### src/rtl/hpt_pkg.sv
package hpt_pkg;
  typedef enum logic [1:0] {
    ST_IDLE = 2'd0,
    ST_HI   = 2'd1,
    ST_LO   = 2'd2,
    ST_DONE = 2'd3
  } walk_state_t;

  localparam int unsigned PTE_V_BIT = 31;
  localparam int unsigned PTE_R_BIT = 8;
  localparam int unsigned PTE_C_BIT = 7;
  localparam int unsigned PAGE_SH   = 12;
endpackage

### src/rtl/hpt_hash.sv
module hpt_hash #(
  parameter int VSID_W = 24,
  parameter int TBL_W  = 16
) (
  input  logic [VSID_W-1:0] vsid,
  input  logic [19:0]       ea_page,
  input  logic [TBL_W-1:0]  tbl_base,
  input  logic [TBL_W-1:0]  tbl_mask,
  output logic [31:0]       grp_pri,
  output logic [31:0]       grp_sec
);
  localparam int LOW_W = 32 - TBL_W;

  logic [31:0] h_pri, h_sec, mask_full, base_full;

  always_comb begin
    h_pri     = 32'(vsid) ^ 32'(ea_page);
    h_sec     = ~h_pri;
    mask_full = {tbl_mask, {LOW_W{1'b1}}};
    base_full = {tbl_base, {LOW_W{1'b0}}};
    // Bitwise merge: overlapping base bits alias rather than carry.
    grp_pri   = ((h_pri << 6) & mask_full) | base_full;
    grp_sec   = ((h_sec << 6) & mask_full) | base_full;
  end
endmodule

### src/rtl/hpt_pte_match.sv
module hpt_pte_match #(
  parameter int VSID_W = 24,
  parameter int API_W  = 6
) (
  input  logic [31:0]       upper,
  input  logic [VSID_W-1:0] vsid,
  input  logic [API_W-1:0]  api,
  input  logic              sec,
  output logic              match
);
  localparam int VSID_HI = 30;
  localparam int H_BIT   = VSID_HI - VSID_W;

  assign match = upper[hpt_pkg::PTE_V_BIT]
              && (upper[VSID_HI -: VSID_W] == vsid)
              && (upper[H_BIT] == sec)
              && (upper[API_W-1:0] == api);
endmodule

### src/rtl/hpt_walker.sv
module hpt_walker #(
  parameter int VSID_W    = 24,
  parameter int SEG_SEL_W = 4,
  parameter int SLOT_W    = 3,
  parameter int API_W     = 6,
  parameter int TBL_W     = 16
) (
  input  logic                                clk,
  input  logic                                rst,
  input  logic                                req_valid,
  output logic                                req_ready,
  input  logic [31:0]                         req_ea,
  input  logic                                req_write,
  input  logic [(1<<SEG_SEL_W)*VSID_W-1:0]    seg_vsid,
  input  logic [TBL_W-1:0]                    tbl_base,
  input  logic [TBL_W-1:0]                    tbl_mask,
  output logic                                mem_rd_valid,
  input  logic                                mem_rd_ready,
  output logic [31:0]                         mem_rd_addr,
  input  logic                                mem_rsp_valid,
  input  logic [31:0]                         mem_rsp_data,
  output logic                                res_valid,
  input  logic                                res_ready,
  output logic                                res_hit,
  output logic                                res_wr_ok,
  output logic                                res_allowed,
  output logic [31:0]                         res_pa
);
  import hpt_pkg::*;

  localparam int NUM_SEG = 1 << SEG_SEL_W;
  localparam int IDX_W   = SLOT_W + 1;
  localparam logic [IDX_W-1:0] LAST_IDX = {IDX_W{1'b1}};
  localparam int PAD_W   = 32 - SLOT_W - 3;

  logic [VSID_W-1:0] seg_arr [NUM_SEG];
  for (genvar g = 0; g < NUM_SEG; g++) begin : g_seg
    assign seg_arr[g] = seg_vsid[g*VSID_W +: VSID_W];
  end

  walk_state_t       st;
  logic              pend;
  logic [IDX_W-1:0]  idx;
  logic [31:0]       ea_q;
  logic              wr_q;
  logic [VSID_W-1:0] vsid_q;
  logic              hit_q, wok_q;
  logic [31:0]       pa_q;

  logic [31:0] grp_pri, grp_sec, grp_cur;
  logic        ent_match;
  logic        unused_lo;

  hpt_hash #(.VSID_W(VSID_W), .TBL_W(TBL_W)) u_hash (
    .vsid     (vsid_q),
    .ea_page  (ea_q[31:12]),
    .tbl_base (tbl_base),
    .tbl_mask (tbl_mask),
    .grp_pri  (grp_pri),
    .grp_sec  (grp_sec)
  );

  hpt_pte_match #(.VSID_W(VSID_W), .API_W(API_W)) u_match (
    .upper (mem_rsp_data),
    .vsid  (vsid_q),
    .api   (ea_q[27 -: API_W]),
    .sec   (idx[SLOT_W]),
    .match (ent_match)
  );

  assign unused_lo = ^{mem_rsp_data[11:9], mem_rsp_data[6:0]};

  assign grp_cur      = idx[SLOT_W] ? grp_sec : grp_pri;
  assign mem_rd_addr  = grp_cur | {{PAD_W{1'b0}}, idx[SLOT_W-1:0], (st == ST_LO), 2'b00};
  assign mem_rd_valid = ((st == ST_HI) || (st == ST_LO)) && !pend;
  assign req_ready    = (st == ST_IDLE);
  assign res_valid    = (st == ST_DONE);
  assign res_hit      = hit_q;
  assign res_wr_ok    = wok_q;
  assign res_allowed  = hit_q & (~wr_q | wok_q);
  assign res_pa       = pa_q;

  always_ff @(posedge clk) begin
    if (rst) begin
      st     <= ST_IDLE;
      pend   <= 1'b0;
      idx    <= '0;
      ea_q   <= '0;
      wr_q   <= 1'b0;
      vsid_q <= '0;
      hit_q  <= 1'b0;
      wok_q  <= 1'b0;
      pa_q   <= '0;
    end else begin
      case (st)
        ST_IDLE: if (req_valid) begin
          ea_q   <= req_ea;
          wr_q   <= req_write;
          vsid_q <= seg_arr[req_ea[31 -: SEG_SEL_W]];
          idx    <= '0;
          pend   <= 1'b0;
          st     <= ST_HI;
        end
        ST_HI: begin
          if (!pend && mem_rd_ready) pend <= 1'b1;
          if (pend && mem_rsp_valid) begin
            pend <= 1'b0;
            if (ent_match) begin
              st <= ST_LO;
            end else if (idx == LAST_IDX) begin
              hit_q <= 1'b0;
              wok_q <= 1'b0;
              pa_q  <= '0;
              st    <= ST_DONE;
            end else begin
              idx <= idx + 1'b1;
            end
          end
        end
        ST_LO: begin
          if (!pend && mem_rd_ready) pend <= 1'b1;
          if (pend && mem_rsp_valid) begin
            pend  <= 1'b0;
            hit_q <= mem_rsp_data[PTE_R_BIT];
            wok_q <= mem_rsp_data[PTE_R_BIT] & mem_rsp_data[PTE_C_BIT];
            pa_q  <= mem_rsp_data[PTE_R_BIT] ? {mem_rsp_data[31:PAGE_SH], ea_q[PAGE_SH-1:0]} : '0;
            st    <= ST_DONE;
          end
        end
        default: if (res_ready) st <= ST_IDLE;
      endcase
    end
  end
endmodule

### config.mk
export PLATFORM = sky130hd
export DESIGN_NAME = hpt_walker
export DESIGN_NICKNAME = d
export VERILOG_FILES = /design/src/rtl/hpt_pkg.sv /design/src/rtl/hpt_hash.sv /design/src/rtl/hpt_pte_match.sv /design/src/rtl/hpt_walker.sv
export SDC_FILE = /design/constraint.sdc
export NUM_CORES = 1
export LEC_CHECK = 0
export BUFFER_PORTS_ARGS = -buffer_cell sky130_fd_sc_hd__buf_2
export CAP_MARGIN = 20
export CORE_AREA = 5 5 214 216
export CTS_CLUSTER_DIAMETER = 200
export CTS_CLUSTER_SIZE = 12
export DETAILED_ROUTE_END_ITERATION = 7
export DIE_AREA = 0 0 219 221
export PLACE_DENSITY_LB_ADDON = 0.12
export SYNTH_ARGS = -nofsm -noshare
export SYNTH_HDL_FRONTEND = slang
export SYNTH_SLANG_ARGS = --single-unit
### constraint.sdc
create_clock -name clk -period 6.5 [get_ports clk]
set_clock_uncertainty 0.2 [all_clocks]
set_input_delay 0.975 -clock clk [delete_from_list [all_inputs] [get_ports clk]]
set_output_delay 0.975 -clock clk [all_outputs]
set_load 0.02 [all_outputs]
# Word-level counts from Yosys, hierarchy flattened

Cells that the tools add are included.

Flip-flop bits (word level): 98
Word-level logic and storage cells: 90
Input port bits: 487

Magnitude comparators: 1
Mux-type cells: 33
Bitwise operators: 12
Eq/ne operators: 15
Reductions and logical operators: 19
Add/sub/neg operators: 1

Operator list:

| cell                 | number |
|---|---|
| $mux W32             | 6 |
| $bmux W24 S4         | 1 |
| $and A32 B32 Y32     | 2 |
| $or A32 B32 Y32      | 2 |
| $pmux W32 S2         | 1 |
| $mux W24             | 2 |
| $or A32 B6 Y32       | 1 |
| $not A26 Y26         | 1 |
| $eq A24 B24 Y1       | 1 |
| $xor A24 B20 Y24     | 1 |
| $mux W4              | 4 |
| $reduce_and A5 Y1    | 3 |
| $mux W2              | 6 |
| $mux W1              | 8 |
| $pmux W4 S2          | 1 |
| $eq A6 B6 Y1         | 1 |
| $logic_and A1 B1 Y1  | 6 |
| $ne A2 B1 Y1 const B | 3 |
| $ne A2 B2 Y1 const B | 3 |
| $pmux W1 S2          | 3 |
| $pmux W2 S3          | 1 |
| $reduce_bool A2 Y1   | 3 |
| $ge A5 B5 Y1 const B | 1 |
| $not A4 Y5           | 1 |
| 17 further kinds     | 19 |

# Longest topological paths before layout

Depth after elaboration: 7
Depth in mapped cells: 8

# Cells and area by module

A second synthesis with hierarchy kept.

Cell total of the unflattened synthesis: 722
Area total of the unflattened synthesis: 7641.1 µm²

By module, submodules not included:

| module        | times used | area each (µm²) | sequential area each (µm²) | cells an instance |
|---|---|---|---|---|
| hpt_walker    | 1          | 6687.7          | 1961.9                     | 591 |
| hpt_hash      | 1          | 596.8           | 0.0                        | 89 |
| hpt_pte_match | 1          | 356.6           | 0.0                        | 42 |

# Worst setup path after synthesis

OpenSTA, ideal clock, no wires.

Kind: input port to flip-flop
Start: in req_ea[28]
End: reg vsid_q[10]
Library setup time: 0.132 ns
Path slack: 3.571 ns
Stages on the path: 7
Required time: 6.168 ns
Arrival: 2.597 ns
Cell sequence: clkbuf_1 > buf_6 > buf_6 > mux4_2 > mux4_2 > nand2_1 > a21oi_1

Word-level cells in the longest chain between the ends: 4

Ends and longest elaborated chain:

| what                                         | line             | source |
|---|---|---|
| start: declaration                           | hpt_walker.sv:12 | `input logic [31:0] req_ea,` |
| $not A4 Y5 (implied by the code)             | hpt_walker.sv:99 | `vsid_q <= seg_arr[req_ea[31 -: SEG_SEL_W]];` |
| $bmux W24 S4                                 | hpt_walker.sv:99 |  |
| $mux W24 (implied by the code) (2 in series) | hpt_walker.sv:99 |  |
| end signal: assignment                       | hpt_walker.sv:99 |  |
| end: declaration                             | hpt_walker.sv:46 | `logic [VSID_W-1:0] vsid_q;` |

Every way passes these cells. The select of a mux whose other input is x is not followed.
A chain may end at the register's enable or synchronous reset.

# Final worst setup path

Start: reg idx[3]
End: reg hit_q (netlist: res_hit)

Word-level cells in the longest chain between the ends: 5
Elaborated cells between the ends (all ways): 7
Classes of those cells: eq/ne: 4; reduce/logical: 3

Ends and longest elaborated chain:

| what                                 | line                | source |
|---|---|---|
| start: declaration                   | hpt_walker.sv:43    | `logic [IDX_W-1:0] idx;` |
| start signal: assignment             | hpt_walker.sv:116   | `idx <= idx + 1'b1;` |
| $eq A1 B1 Y1                         | hpt_pte_match.sv:16 | `&& (upper[H_BIT] == sec)` |
| $logic_and A1 B1 Y1                  | hpt_pte_match.sv:16 |  |
| $logic_and A1 B1 Y1                  | hpt_pte_match.sv:17 | `&& (upper[API_W-1:0] == api);` |
| $ne A2 B2 Y1 (no source line)        | n/a                 |  |
| $reduce_and A5 Y1 (no source line) * | n/a                 |  |
| end signal: assignment               | hpt_walker.sv:124   | `hit_q <= mem_rsp_data[PTE_R_BIT];` |
| end: declaration                     | hpt_walker.sv:47    | `logic hit_q, wok_q;` |

Every way passes the cells marked *; elsewhere a longest branch is shown, timed or not.

==> key figures <==
Run status
  – Status: finished, final reports clean

Timing
  – Final setup margin: 2.94 ns
  – Final min period: 3.56 ns
  – Count of final hold-check violations: 0
  – Hold Slack: 0.257 ns
  – Max Fclk: 281 MHz
  – RSZ-0062 raised after global routing: false
  – Max Slew Vio Count: 0
  – Final setup violation count: 0
  – Fin crit share: 54.7%
  – Worst-margin pin slew: 1.04 ns
  – Slew Limit Headroom: 30.2%
  – Setup tns final: 0 ns

CTS
  – Clock root buffer: clkbuf_16
  – CTS tree: built
  – H-tree level count: 3
  – CTS Buf Count: 9
  – Reg clk slew, reported paths: 0.08 ns
  – Hold_buf cts: 0
  – # clock sinks: 98
  – Worst-Skew Late Latency: 0.36 ns
  – Postcts setup bufs: 0
  – Clock Path Buffers: 2
  – PostCTS Resize Cnt: 0

Pwr
  – Lkg Pwr: 4.73 nW
  – VDD IR max: 0.000152 V
  – Power per cell area: 202 nW/um^2

Critical path
  – CP endpoint kind: flip-flop
  – WP data required: 6.61 ns
  – Crit path DAT: 3.66 ns
  – Critical path type: reg2reg
  – Crit Path Max Fanout: 34
  – Critical Path Source Type: flip-flop

Layout
  – Layout area overhead: 48.7%
  – Share of layout cells above drive strength 1: 60.5%
  – Area of the multi-input gates: 5020 sq um
  – Fillers: 4865
  – Post-layout util: 25.0%
  – Reg area: 1960 sq um
  – NumNets Final: 1658
  – Final std cells w/o fill: 1779

Placed design
  – Placed Cells: 1747
  – Pre-CTS WS: 2.38 ns
  – Port bufs: 554
  – RePlAce Congestion: 0.829
  – DP Wirelength: 35800 um

Drt
  – Vias: 7677
  – Post-route ant nets: 0
  – Highest metal layer with signal wires: met5
  – Met2 Wirelength: 22200 um
  – Wl on met1: 16400 um
  – DR WL/cell: 23.8 um
  – Initial drt markers: 292
  – Vias per Instance: 4.32
  – Post-route DRC: 0
  – Routed WL: 42300 um
  – Met3 Wirelength: 3030 um
  – Pre-Repair DR Iteration Count: 6

Synth
  – Synth area leaders: mux4_2 (37%), dfxtp_1 (27%), xnor2_1 (7.2%), nand2_1 (6.1%), a32o_1 (4.5%)
  – Number of synthesized flops with an enable pin: 0
  – Synth Cell Area: 7350 sq um
  – Count of unique library cells instantiated by Yosys: 45
  – Share of flip-flops with an asynchronous set or reset: 0%
  – Sequential fraction of the synthesis area: 26.7%
  – Synthesis Warnings: 0
  – Yosys reg bits: 98
  – Cells after synthesis: 655
  – Top_reg_cell synth: dfxtp_1
  – Dominant cell type by area after synthesis: mux4_2
  – Avg Cell Area, Syn: 11.2 sq um
  – Post-synth top area share: 36.8%

Floorplanning
  – CORE AREA: 43700 sq um
  – Chip height: 221 um
  – Die width: 219 um
  – IO Pins: 557
  – Full die area: 48400 sq um
  – Rows: 77
  – Initial Utilization: 16.8%

Global route
  – First-pass GRT wire length: 59600 um
  – Vias in the first global route: 8297
  – Pin count of the biggest net entering global routing: 60
  – Initial antenna violation count: 23
  – Total track usage: 16.9%
  – Overflow after GRT: 0

Min path
  – Tightest Hold Check Type: reg2reg

Flow run
  – Max-cap violations: 0
kinds of logic (layout without fill, tap and decap cells):
kind of cell | after synthesis | after routing | synth area share (%)
mux | 122 | 122 | 37.1
simple gates | 156 | 156 | 8.97
xor+xnor | 72 | 72 | 8.58
flops | 98 | 98 | 26.7
buf+inv | 72 | 587 | 5.11
compound gates | 129 | 129 | 12.7
other cells | 1 | 18 | 0.0510
fa+ha+maj | 5 | 5 | 0.851
synth_stat cells, types with 9 or more instances:
cell type and instances:
mux4_2 120, nand2_1 120, dfxtp_1 98, xnor2_1 60, a21oi_1 58, a32o_1 33
clkbuf_1 32, a21o_1 16, buf_2 12, xor2_1 12, buf_6 11, inv_1 9
where the power goes:
group	total, W	leakage (nW)	internal [W]	switching (W)
logic	0.000928	3.80	0.000420	0.000508
clock network	0.000542	0.132	0.000274	0.000268
registers	0.000738	0.799	0.000666	0.0000724
total	0.00221	4.73	0.00136	0.000848
registers in the layout (all words and copies together), names as in the netlist:
name / flops
wr_q: 1
res_hit: 1
idx: 4
pend: 1
vsid_q: 24
ea_q: 32
res_wr_ok: 1
st: 2
res_pa: 32
per-layer routing:
metal / GRT usage, % / up-vias
li1: - / 3565
met1: 20.0 / 3739
met2: 31.1 / 321
met3: 4.50 / 38
met4: 2.94 / 14
met5: 0 / -
placed cells by master, fill, tap and decap left out, types with 2 or more instances in the layout:
cell,netlist,routed
buf_2,12,552
a21oi_1,58,58
nor3_1,3,3
ha_1,5,5
xor2_1,12,12
conb_1,1,2
buf_4,2,9
inv_6,0,2
mux4_2,120,120
or2b_1,2,2
inv_1,9,9
o21ai_0,6,6
nand2b_1,2,2
clkbuf_16,0,9
o211ai_1,4,4
nand4_1,7,7
diode_2,0,16
a32o_1,33,33
nor2_1,8,8
nor4_1,4,4
a21o_1,16,16
nand2_1,120,119
clkinvlp_4,0,3
nand3_1,3,3
dfxtp_1,98,97
xnor2_1,60,60
cell type report:
cell class	instances	share of cell area, %
Clock inverter	6	0.446
Multi-Input combinational cell	486	46.0
Antenna cell	16	0.366
Clock buffer	10	2.19
Timing Repair Buffer	562	26.0
Sequential cell	98	18.0
Inverter	9	0.309
Tap cell	592	6.78
critical path, stage by stage, from the launching register on:
cell,delay (ns)
dfxtp_2,0.96
xnor2_1,0.19
nand4_1,0.11
nor4_1,0.51
a41oi_2,0.34
a21oi_4,0.89
a22o_2,0.28
metrics by stage:
stage	cell area, sq um	power, W
2_1_floorplan	7350	0.00131
3_3_place_gp	10600	0.00170
3_5_place_dp	10600	0.00171
4_1_cts	10900	0.00227
5_1_grt	10900	0.00236
6_report	10900	0.00221
final timing paths:
path / from / end / slack, ns / cells past startpoint
max: idx[3] / res_hit / 2.94 / 6
min: ea_q[2] / ea_q[2] / 0.26 / 2
max reg2reg: idx[3] / res_hit / 2.94 / 6
min reg2reg: ea_q[2] / ea_q[2] / 0.26 / 2
(Power assumes the default switching activity.)
